--- config.mk ---
export PLATFORM = sky130hd
export DESIGN_NAME = mii_tx_framer
export DESIGN_NICKNAME = d
export VERILOG_FILES = /design/src/rtl/mii_tx_pkg.sv /design/src/rtl/mii_tx_rst_sync.sv /design/src/rtl/mii_tx_counter.sv /design/src/rtl/mii_tx_seq.sv /design/src/rtl/mii_tx_nib_sel.sv /design/src/rtl/mii_tx_framer.sv
export SDC_FILE = /design/constraint.sdc
export NUM_CORES = 1
export LEC_CHECK = 0
export ABC_AREA = 1
export BUFFER_PORTS_ARGS = -buffer_cell sky130_fd_sc_hd__buf_2
export CELL_PAD_IN_SITES_DETAIL_PLACEMENT = 0
export CELL_PAD_IN_SITES_GLOBAL_PLACEMENT = 1
export CORE_MARGIN = 2
export CORE_UTILIZATION = 28
export CTS_CLUSTER_SIZE = 10
export DETAILED_ROUTE_END_ITERATION = 8
export PLACE_DENSITY = 0.67
export SLEW_MARGIN = 20
export SYNTH_ARGS = -nofsm -noshare
export SYNTH_HDL_FRONTEND = slang
export SYNTH_HIERARCHICAL = 1
export SYNTH_SLANG_ARGS = --single-unit
--- constraint.sdc ---
create_clock -name clk -period 1.91 [get_ports clk]
set_input_delay 0.4775 -clock clk [delete_from_list [all_inputs] [get_ports clk]]
set_output_delay 0.4775 -clock clk [all_outputs]
set_load 0.03 [all_outputs]
--- src/rtl/mii_tx_pkg.sv ---
package mii_tx_pkg;

  typedef enum logic [1:0] {
    ST_IDLE = 2'd0,
    ST_PRE  = 2'd1,
    ST_DATA = 2'd2,
    ST_GAP  = 2'd3
  } tx_state_e;

  localparam logic [3:0] NIB_PRE    = 4'h5;
  localparam logic [3:0] NIB_SFD_HI = 4'hD;
  localparam logic [3:0] NIB_IDLE   = 4'h0;
  localparam logic [3:0] NIB_FILL   = 4'h0;

endpackage

--- src/rtl/mii_tx_rst_sync.sv ---
module mii_tx_rst_sync #(
  parameter int STAGES = 2
) (
  input  logic clk,
  input  logic rst_n_in,
  output logic rst_n_out
);

  logic [STAGES-1:0] sync_q;
  logic [STAGES-1:0] sync_d;

  always_comb begin
    sync_d = {sync_q[STAGES-2:0], 1'b1};
  end

  always_ff @(posedge clk or negedge rst_n_in) begin
    if (!rst_n_in) sync_q <= '0;
    else           sync_q <= sync_d;
  end

  assign rst_n_out = sync_q[STAGES-1];

endmodule

--- src/rtl/mii_tx_counter.sv ---
module mii_tx_counter #(
  parameter int W = 5
) (
  input  logic         clk,
  input  logic         rst_n,
  input  logic         clr,
  input  logic         en,
  output logic [W-1:0] count
);

  logic [W-1:0] count_d;

  always_comb begin
    count_d = count;
    if (clr)     count_d = '0;
    else if (en) count_d = count + 1'b1;
  end

  always_ff @(posedge clk or negedge rst_n) begin
    if (!rst_n) count <= '0;
    else        count <= count_d;
  end

endmodule

--- src/rtl/mii_tx_seq.sv ---
module mii_tx_seq
  import mii_tx_pkg::*;
#(
  parameter int PRE_NIBS = 16,
  parameter int GAP_CLKS = 24,
  parameter int CW       = 5
) (
  input  logic          clk,
  input  logic          rst_n,
  input  logic          s_valid,
  input  logic          s_last,
  input  logic [CW-1:0] count,
  output tx_state_e     state_q,
  output logic          half_q,
  output logic          err_q,
  output logic          cnt_clr,
  output logic          cnt_en,
  output logic          pre_last,
  output logic          underrun,
  output logic          s_ready
);

  localparam logic [CW-1:0] PRE_END = CW'(PRE_NIBS - 1);
  localparam logic [CW-1:0] GAP_END = CW'(GAP_CLKS - 1);

  tx_state_e state_d;
  logic      half_d;
  logic      err_d;
  logic      gap_last;

  always_comb begin
    pre_last = (state_q == ST_PRE) && (count == PRE_END);
    gap_last = (state_q == ST_GAP) && (count == GAP_END);
    underrun = (state_q == ST_DATA) && !half_q && !s_valid;
    s_ready  = (state_q == ST_DATA) && half_q;

    state_d = state_q;
    half_d  = half_q;
    err_d   = err_q;
    cnt_clr = 1'b0;
    cnt_en  = 1'b0;

    unique case (state_q)
      ST_IDLE: begin
        if (s_valid) begin
          state_d = ST_PRE;
          cnt_clr = 1'b1;
          err_d   = 1'b0;
        end
      end
      ST_PRE: begin
        cnt_en = 1'b1;
        if (pre_last) begin
          state_d = ST_DATA;
          half_d  = 1'b0;
        end
      end
      ST_DATA: begin
        if (half_q) begin
          half_d = 1'b0;
          if (s_valid && s_last) begin
            state_d = ST_GAP;
            cnt_clr = 1'b1;
          end
        end else if (s_valid) begin
          half_d = 1'b1;
        end else begin
          err_d = 1'b1;
        end
      end
      ST_GAP: begin
        cnt_en = 1'b1;
        if (gap_last) begin
          if (s_valid) begin
            state_d = ST_PRE;
            cnt_clr = 1'b1;
            err_d   = 1'b0;
          end else begin
            state_d = ST_IDLE;
          end
        end
      end
      default: state_d = ST_IDLE;
    endcase
  end

  always_ff @(posedge clk or negedge rst_n) begin
    if (!rst_n) begin
      state_q <= ST_IDLE;
      half_q  <= 1'b0;
      err_q   <= 1'b0;
    end else begin
      state_q <= state_d;
      half_q  <= half_d;
      err_q   <= err_d;
    end
  end

endmodule

--- src/rtl/mii_tx_nib_sel.sv ---
module mii_tx_nib_sel
  import mii_tx_pkg::*;
(
  input  tx_state_e   state,
  input  logic        pre_last,
  input  logic        half,
  input  logic        err,
  input  logic        underrun,
  input  logic [7:0]  data,
  output logic [3:0]  txd,
  output logic        tx_en,
  output logic        tx_er
);

  always_comb begin
    txd   = NIB_IDLE;
    tx_en = 1'b0;
    tx_er = 1'b0;
    case (state)
      ST_PRE: begin
        tx_en = 1'b1;
        txd   = pre_last ? NIB_SFD_HI : NIB_PRE;
      end
      ST_DATA: begin
        tx_en = 1'b1;
        tx_er = err | underrun;
        if (underrun) txd = NIB_FILL;
        else          txd = half ? data[7:4] : data[3:0];
      end
      default: ;
    endcase
  end

endmodule

--- src/rtl/mii_tx_framer.sv ---
module mii_tx_framer
  import mii_tx_pkg::*;
#(
  parameter int PRE_BYTES   = 7,
  parameter int GAP_CLKS    = 24,
  parameter int SYNC_STAGES = 2
) (
  input  logic       clk,
  input  logic       rst_n,
  input  logic [7:0] s_data,
  input  logic       s_valid,
  input  logic       s_last,
  output logic       s_ready,
  output logic [3:0] mii_txd,
  output logic       mii_tx_en,
  output logic       mii_tx_er,
  output logic       underrun
);

  localparam int PRE_NIBS = 2 * PRE_BYTES + 2;
  localparam int CNT_TOP  = (PRE_NIBS > GAP_CLKS) ? PRE_NIBS : GAP_CLKS;
  localparam int CW       = $clog2(CNT_TOP);

  logic          rst_n_sync;
  logic [CW-1:0] count;
  logic          cnt_clr;
  logic          cnt_en;
  tx_state_e     state;
  logic          half;
  logic          err;
  logic          pre_last;

  mii_tx_rst_sync #(.STAGES(SYNC_STAGES)) u_rst_sync (
    .clk       (clk),
    .rst_n_in  (rst_n),
    .rst_n_out (rst_n_sync)
  );

  mii_tx_counter #(.W(CW)) u_counter (
    .clk   (clk),
    .rst_n (rst_n_sync),
    .clr   (cnt_clr),
    .en    (cnt_en),
    .count (count)
  );

  mii_tx_seq #(
    .PRE_NIBS (PRE_NIBS),
    .GAP_CLKS (GAP_CLKS),
    .CW       (CW)
  ) u_seq (
    .clk      (clk),
    .rst_n    (rst_n_sync),
    .s_valid  (s_valid),
    .s_last   (s_last),
    .count    (count),
    .state_q  (state),
    .half_q   (half),
    .err_q    (err),
    .cnt_clr  (cnt_clr),
    .cnt_en   (cnt_en),
    .pre_last (pre_last),
    .underrun (underrun),
    .s_ready  (s_ready)
  );

  mii_tx_nib_sel u_nib_sel (
    .state    (state),
    .pre_last (pre_last),
    .half     (half),
    .err      (err),
    .underrun (underrun),
    .data     (s_data),
    .txd      (mii_txd),
    .tx_en    (mii_tx_en),
    .tx_er    (mii_tx_er)
  );

endmodule

==> results of run 1 <==
[sequential cells by signal, indices dropped and copies added, names as in the netlist]
name               count
u_counter/count        5
u_rst_sync/sync_q      2
u_seq/state_q          2
u_seq/err_q            1
u_seq/half_q           1
[cell type report]
cell class	instances	area, um^2	area share
Timing Repair Buffer	39	298	0.213
Tap cell	44	55.1	0.0394
Clock buffer	4	26.3	0.0188
Sequential cell	11	279	0.200
Inverter	27	105	0.0753
Multi-Input combinational cell	92	633	0.453
[cell usage in the layout (no fill, tap or decap), types with 2 or more instances in the layout]
cell	n
a21oi_1	3
a21oi_2	2
a21oi_4	3
buf_2	11
buf_4	19
buf_6	8
clkbuf_4	3
dfrtp_1	8
dfrtp_2	3
ha_1	7
inv_1	17
inv_2	7
nand2_1	33
nand3_1	5
nand3_2	4
nand4_1	2
nor2_1	9
nor2_2	4
nor2_4	4
o21ai_1	3
[how the worst max path moves through the flow]
stage	slack (ns)	startpoint	cells past startpoint	endpoint
CTS	-0.20	u_seq/state_q[0]$_DFFE_PN0P_	8	mii_txd[3]
global placement	0.03	u_seq/state_q[0]$_DFFE_PN0P_	8	mii_txd[1]
detailed placement	0.01	u_seq/state_q[0]$_DFFE_PN0P_	8	mii_txd[3]
floorplan	-0.09	u_seq/state_q[0]$_DFFE_PN0P_	7	mii_txd[3]
global route	-0.23	u_seq/state_q[0]$_DFFE_PN0P_	7	mii_txd[3]
finish	-0.15	u_seq/state_q[0]$_DFFE_PN0P_	8	mii_txd[3]
[metrics by stage]
step / hold slack [ns] / setup TNS (ns)
after floorplan: 0.108 / -0.335
final: 0.175 / -0.702
after detailed placement: 0.185 / 0
after CTS: 0.190 / -0.821
after global placement: 0.175 / 0
after global routing: 0.206 / -1.17
[cells by family after synthesis]
| group | Yosys count |
|---|---|
| AND/OR/NAND/NOR | 65 |
| buffers and inverters | 27 |
| AO/OA/AOI/OAI | 16 |
| adder cells (fa/ha/maj) | 9 |
| other | 1 |
| XOR/XNOR | 1 |
| flip-flops | 11 |
[power breakdown]
part	total [uW]	switching, uW	internal, uW	leakage (uW)
clock	168	87.0	80.7	0.0000150
sequential	449	129	320	0.000137
combinational	1590	884	710	0.000532
total	2210	1100	1110	0.000683
[worst max-delay path: stages (launching register included)]
cell and delay [ns]:
dfrtp_2 0.44, inv_2 0.08, ha_4 0.14, inv_4 0.04, nor3_4 0.23, nor2_2 0.08
nand3_1 0.10, a21oi_2 0.06, buf_6 0.13
[repair_timing]
item	CTS	global route
pin swaps	6	4
endpoints found under the setup margin	8	11
hold buffers	1	0
endpoints found under the hold margin	2	0
setup buffers	4	2
resized for setup	14	15
[metal layers]
| metal | track usage | part of all wire | routed length, um |
|---|---|---|---|
| met5 | 0 | 0 | 0 |
| met4 | 0.0559 | 0.0055 | 12 |
| met3 | 0.0231 | 0.021 | 45 |
| met2 | 0.237 | 0.49 | 1080 |
| met1 | 0.173 | 0.48 | 1050 |
==> impl_metrics.yaml, run 1 <==
status:
  outcome: "complete, but fails checks"
  failed_checks: "negative setup slack"
worst_setup_path:
  cp-end-kind: "output pin"
  crit_type: "register to output pin"
  start_kind: "register"
  timing.rr.start: "u_seq/state_q[0]$_DFFE_PN0P_"
  crit_required_ns: 1.43
  path_max_fanout: 5
  critPathArrivalTime_ns: 1.58
  ff2ff_setup_slack_ns: 0.16
  reg2reg_depth: 10
  rr_endpoint: "u_counter/count[3]$_DFFE_PN0P_"
die:
  io_pins: 20
  die-height_um: 61.3
  die_area_um2: 3760
  core_um2: 3080
  placementRows: 20
  die_x_um: 61.3
  start_util: 0.299
clock_network:
  tritoncts: "built"
  cts-root-buf: "clkbuf_4"
  cts.sinks: 11
  clock_path_buffers: 2
  insertion_delay_ns: 0.27
  cts.htree.levels: 1
  numCtsBuffers: 3
  clk_pin_slew_ns: 0.08
synth:
  synthXorXnorAreaFrac: 0.00952
  yosysSeqAreaShare: 0.299
  synth_top_area_frac: 0.299
  ys_top_cells_by_count: "34 x nand2_1, 21 x inv_1, 12 x nor2_1, 11 x dfrtp_1, 9 x ha_1"
  yosysTopAreaCell: "dfrtp_1"
  synth_area_leaders: "dfrtp_1 30%, nand2_1 14%, ha_1 12%, inv_1 8.6%, nor2_1 4.9%"
  synth_compound_area_frac: 0.127
  ys.flop_type: "dfrtp_1"
  yosysUniqueCellTypes: 23
  ys_ff_latch: 11
  avgSynthCellArea_um2: 7.07
  synthAdderAreaFrac: 0.122
  synth_edf_count: 0
  synth_top_family_by_area: "simple AND/OR/NAND/NOR gates"
  synth_nets: 151
  ys_warn_count: 6
  synthSimpleGateAreaFrac: 0.328
  yosysMostFrequentCell: "nand2_1"
  synthesis.instances: 130
  synth_mux_area_frac: 0
  syn-cell-area_um2: 920
  async_flop_share: 1.00
sta:
  timing.fmax_mhz: 486
  finalCritPeriodShare: 1.08
  worst_clock_skew_ns: 0.00326
  rsz0062_at_grt: "yes"
  fin_crit_ns: 2.06
  finalHoldViolCount: 0
  setup_slack_ns: -0.150
  finalSetupViolCount: 6
  drv_slew: 0
cells_and_area:
  fillers: 299
  final_nets: 195
  drive_above_1_share: 0.445
  area_growth_pct: 51.8
  final_area_um2: 1400
  stdcell_count: 217
  finish.utilization: 0.454
  num_antenna_cells: 0
placed_design:
  dpl.hpwl_mm: 1.76
  pre_cts_slack_ns: 0.0107
  io_buffers: 19
  place_congestion: 0.759
  post-place-cells: 206
  placed_area_um2: 1250
routing:
  dr.pass1.iters: 4
  wire_per_inst_um: 10.1
  drtIter0Drc: 5
  ant_nets: 0
  vias: 907
  viasPerCell: 4.18
  wl_mm: 2.18
  drc: 0
power_and_ir_drop:
  powerDensity_nw_per_um2: 1580
  ir_drop_mv: 0.782
  total_power_uw: 2210
  p_leak_uw: 0.000683
global_route:
  grt_pass1_vias: 890
  grt_use_total: 0.139
  grt_start_max_net_pins: 11
  gr-total-overflow: 0
  antenna_found_initial: 0
  grt_first_pass_wirelength_mm: 3.76
min_path:
  hp-class: "register to async pin"
run:
  maxCapViolations: 0
Note: power is estimated with default switching activity, not from simulation.
==> run 2: changes to the inputs <==
==> constraint.sdc (replaced) <==
create_clock -name clk -period 1.91 [get_ports clk]
set_input_delay 0.4775 -clock clk [delete_from_list [all_inputs] [get_ports clk]]
set_output_delay 0.4775 -clock clk [all_outputs]
set_load 0.05 [all_outputs]
==> impl_metrics.yaml, run 2 (same netlist as run 1, synthesis figures left out) <==
cells_and_area:
  largest_reg_flops: 5
  final_nets: 198
  regMostFlops: "u_counter/count"
  num_antenna_cells: 0
  final_common_cell: "nand2_1"
  area_growth_pct: 62.6
  top_regs: "u_counter/count (5), u_rst_sync/sync_q (2), u_seq/state_q (2)"
  layout_common_cells: "31 x nand2_1, 20 x buf_4, 15 x inv_1"
  finish.utilization: 0.486
  drive_above_1_share: 0.489
worst_setup_path:
  start_kind: "register"
  cp_cell_sequence: "inv_2, ha_4, inv_4, nor3_4, buf_6, nor2_4, nand3_2, a21oi_4, buf_6"
  critPathArrivalTime_ns: 1.61
  cp-end-kind: "output pin"
  max_stage_delay_ns: 0.41
  crit_top_cell: "buf_6"
  crit_type: "register to output pin"
  path_max_fanout: 5
  slowest_stage: "dfrtp_2"
  reg2reg_depth: 12
  crit_required_ns: 1.43
sta:
  fin_tns_setup_ns: -0.844
  fin_crit_ns: 2.09
  drv_slew: 0
  setup_slack_ns: -0.182
  worst_clock_skew_ns: 0.00120
  rsz0062_at_grt: "yes"
  finalSetupViolCount: 6
  finalHoldViolCount: 0
  finalCritPeriodShare: 1.10
  timing.fmax_mhz: 478
routing:
  wire_per_inst_um: 10.6
  vias: 941
  dr.pass1.iters: 4
  drtIter0Drc: 7
  ant_nets: 0
  viasPerCell: 4.28
  drc: 0
  wl_mm: 2.33
die:
  die-height_um: 61.3
  die_area_um2: 3760
  start_util: 0.299
  io_pins: 20
  die_x_um: 61.3
  core_um2: 3080
  placementRows: 20
power_and_ir_drop:
  powerDensity_nw_per_um2: 1690
  p_leak_uw: 0.000705
  ir_drop_mv: 0.918
clock_network:
  cts-root-buf: "clkbuf_4"
  clock_path_buffers: 2
  cts.htree.levels: 1
  clk_pin_slew_ns: 0.08
  insertion_delay_ns: 0.26
  cts.sinks: 11
  numCtsBuffers: 3
  tritoncts: "built"
global_route:
  grt_start_max_net_pins: 10
  gr-usage-met3: 0.0336
  top_usage_layer: "met2"
  antenna_found_initial: 0
  grt_use_total: 0.142
  gr-usage-met2: 0.223
  grt_pass1_vias: 919
  gr-total-overflow: 0
  grt_use_met1: 0.177
  grt_first_pass_wirelength_mm: 3.91
placed_design:
  place_congestion: 0.789
  io_buffers: 19
  dpl.hpwl_mm: 1.82
status:
  outcome: "complete, but fails checks"
  failed_checks: "negative setup slack"
run:
  maxCapViolations: 0
min_path:
  hp-class: "register to async pin"
-- run 2: timing repair --
action / in CTS / in global routing
setup buffers: 4 / 5
endpoints found under the hold margin: 2 / 0
endpoints found under the setup margin: 8 / 10
hold buffers: 1 / 0
cloned: 0 / 0
resized for setup: 28 / 7
pin swaps: 11 / 5
-- run 2: critical path: cells and delay by family (launching register included) --
family / cells / cell delay [ns]
buffers and inverters: 4 / 0.41
DFF: 1 / 0.41
and+or+nand+nor: 3 / 0.22
adders and majority gates: 1 / 0.17
AOI/OAI and AO/OA: 1 / 0.13
-- run 2: final cells by class --
| cell class | count | area, um^2 |
|---|---|---|
| fillers | 302 | 1580 |
| multi-input cells | 92 | 694 |
| repair buffers | 42 | 329 |
| flip-flops and latches | 11 | 278 |
| inverters | 27 | 113 |
| well taps | 44 | 55.1 |
| clock buffers | 4 | 26.3 |
-- run 2: through the flow --
stage | setup slack, ns | area (um^2) | total power [uW] | instances | hold slack (ns)
floorplan | -0.316 | 1020 | 1580 | 130 | 0.108
global placement | -0.125 | 1280 | 2000 | 207 | 0.177
detailed placement | -0.110 | 1280 | 2030 | 207 | 0.186
CTS | -0.220 | 1440 | 2460 | 216 | 0.189
global route | -0.282 | 1500 | 2740 | 220 | 0.213
finish | -0.182 | 1500 | 2530 | 220 | 0.181
-- run 2: per-layer routing --
layer  up-vias  share of wire
li1        497              -
met1       424           0.44
met2        14           0.49
met3         6          0.046
met4         0          0.027
met5         -              0
-- run 2: worst paths after layout --
check | end | slack [ns] | startpoint
max | mii_txd[0] | -0.18 | u_seq/state_q[0]$_DFFE_PN0P_
min | u_counter/count[1]$_DFFE_PN0P_ | 0.18 | u_rst_sync/sync_q[1]$_DFF_PN0_
max reg2reg | u_counter/count[4]$_DFFE_PN0P_ | 0.13 | u_seq/state_q[0]$_DFFE_PN0P_
min reg2reg | u_counter/count[1]$_DFFE_PN0P_ | 0.18 | u_rst_sync/sync_q[1]$_DFF_PN0_
max in group asynchronous | u_rst_sync/sync_q[1]$_DFF_PN0_ | 1.30 | rst_n
min in group clk | u_rst_sync/sync_q[1]$_DFF_PN0_ | 0.36 | u_rst_sync/sync_q[0]$_DFF_PN0_
-- run 2: power by group --
part           leakage, uW  switching [uW]  internal [uW]
Sequential        0.000138             118            318
Combinational     0.000552            1100            827
Clock            0.0000150            82.0           80.7
==> run 3: changes to the inputs <==
--- a/config.mk
+++ b/config.mk
@@ -11,6 +11,7 @@
 export CELL_PAD_IN_SITES_GLOBAL_PLACEMENT = 1
 export CORE_MARGIN = 2
 export CORE_UTILIZATION = 28
+export CTS_BUF_LIST = sky130_fd_sc_hd__clkbuf_2 sky130_fd_sc_hd__clkbuf_4 sky130_fd_sc_hd__clkbuf_8
 export CTS_CLUSTER_SIZE = 10
 export DETAILED_ROUTE_END_ITERATION = 8
 export PLACE_DENSITY = 0.67
==> impl_metrics.yaml, run 3 (same netlist as run 1, synthesis figures left out) <==
cells_and_area:
  final_common_cell: "nand2_1"
  fillers: 302
  top_regs: "u_counter/count (5), u_rst_sync/sync_q (2), u_seq/state_q (2)"
  regMostFlops: "u_counter/count"
  drive_above_1_share: 0.494
  largest_reg_flops: 5
  layout_common_cells: "31 x nand2_1, 20 x buf_4, 15 x inv_1"
  area_growth_pct: 63.0
  final_nets: 198
  num_antenna_cells: 0
  final_area_um2: 1500
worst_setup_path:
  path_max_fanout: 4
  cp-end-kind: "output pin"
  crit_required_ns: 1.43
  max_stage_delay_ns: 0.45
  cp-startpoint: "u_seq/state_q[1]$_DFFE_PN0P_"
  ff2ff_setup_slack_ns: 0.13
  endpoint: "mii_txd[0]"
  cp.buffers_inverters: 3
  cp_cell_sequence: "ha_4, inv_4, nor3_4, buf_6, nor2_4, nand3_2, a21oi_4, buf_6"
  rr_endpoint: "u_counter/count[4]$_DFFE_PN0P_"
  timing.rr.start: "u_seq/state_q[0]$_DFFE_PN0P_"
  reg2reg_depth: 12
  crit_family: "flip-flops"
  critPathArrivalTime_ns: 1.62
  slowest_stage: "dfrtp_2"
  crit_type: "register to output pin"
  start_kind: "register"
  crit_top_cell: "buf_6"
  cp_num_cells: 8
power_and_ir_drop:
  swShare: 0.513
  p_leak_uw: 0.000709
  pwr-share-comb: 0.758
  clkPwrFrac: 0.070
  intPower_uw: 1240
  switchingPower_uw: 1300
  total_power_uw: 2540
  power_frac_seq: 0.171
  powerDensity_nw_per_um2: 1700
  ir_drop_mv: 0.925
global_route:
  grt_use_total: 0.141
  gr-total-overflow: 0
  grt_first_pass_wirelength_mm: 3.86
  grt_pass1_vias: 904
  antenna_found_initial: 0
  grt_start_max_net_pins: 10
clock_network:
  tritoncts: "built"
  numCtsBuffers: 3
  cts.sinks: 11
  clock_path_buffers: 2
  clk_pin_slew_ns: 0.08
  cts-root-buf: "clkbuf_4"
  cts.htree.levels: 1
  insertion_delay_ns: 0.27
die:
  die_x_um: 61.3
  die-height_um: 61.3
  core_um2: 3080
  placementRows: 20
  die_area_um2: 3760
  start_util: 0.299
  io_pins: 20
routing:
  drc: 0
  wire_per_inst_um: 10.5
  viasPerCell: 4.23
  wl_mm: 2.32
  drtIter0Drc: 9
  vias: 931
  dr.pass1.iters: 4
  ant_nets: 0
min_path:
  hp-class: "register to async pin"
status:
  outcome: "complete, but fails checks"
  failed_checks: "negative setup slack"
sta:
  finalSetupViolCount: 6
  finalCritPeriodShare: 1.10
  rsz0062_at_grt: "yes"
  drv_slew: 0
  worst_clock_skew_ns: 0.000452
  setup_slack_ns: -0.183
  fin_crit_ns: 2.09
  finalHoldViolCount: 0
  timing.fmax_mhz: 478
placed_design:
  placed_area_um2: 1280
  place_congestion: 0.789
  io_buffers: 19
  dpl.hpwl_mm: 1.82
run:
  maxCapViolations: 0
-- run 3: cell counts in the layout (fill, tap and decap cells not counted) --
No cell type changed its count.
-- run 3: how the worst min path moves through the flow --
stage,endpoint,slack (ns),cells after the start
global placement,u_counter/count[0]$_DFFE_PN0P_,0.18,0
finish,u_counter/count[1]$_DFFE_PN0P_,0.18,0
global route,u_counter/count[1]$_DFFE_PN0P_,0.21,0
detailed placement,u_counter/count[0]$_DFFE_PN0P_,0.19,0
floorplan,u_counter/count[0]$_DFFE_PN0P_,0.11,0
CTS,u_counter/count[4]$_DFFE_PN0P_,0.19,0
-- run 3: routing by layer --
layer	wire, um	vias up	track usage
li1	-	496	-
met1	1050	417	0.177
met2	1110	12	0.219
met3	96	6	0.0336
met4	64	0	0.0839
met5	0	-	0
-- run 3: metrics by stage --
stage	setup TNS (ns)	setup slack [ns]	instances	hold WS, ns	util
final	-0.852	-0.183	220	0.181	0.487
after detailed placement	-0.175	-0.110	207	0.186	0.415
after global placement	-0.128	-0.125	207	0.177	0.415
after floorplan	-1.32	-0.316	130	0.108	-
after global routing	-1.36	-0.282	220	0.213	0.487
after CTS	-0.904	-0.220	216	0.189	0.468
-- run 3: power groups by stage --
stage                     Combinational [uW]  Clock, uW  Sequential [uW]
after floorplan                         1160          0              425
after global placement                  1570          0              428
after detailed placement                1600          0              433
after CTS                               1850        187              439
after global routing                    2100        200              451
final                                   1930        178              436
-- run 3: layout make-up --
| class | instances | area (um^2) | area share |
|---|---|---|---|
| well taps | 44 | 55.1 | 0.0367 |
| inverters | 27 | 113 | 0.0751 |
| repair buffers | 42 | 329 | 0.220 |
| clock buffers | 4 | 30.0 | 0.0200 |
| flip-flops and latches | 11 | 278 | 0.185 |
| multi-input cells | 92 | 694 | 0.463 |
-- run 3: what timing repair did --
action	in CTS	in global routing
setup endpoints to repair	8	10
gates cloned	0	0
hold endpoints to repair	2	0
pin swaps	11	5
setup buffers	4	5
hold buffers	1	0
gates resized for setup	28	7
-- run 3: worst reg2reg max path, delay by kind of cell (launching register included) --
family | cells | cell delay, ns
compound gates | 1 | 0.24
fa+ha+maj | 1 | 0.17
buf+inv | 5 | 0.47
flops | 1 | 0.44
simple gates | 5 | 0.39
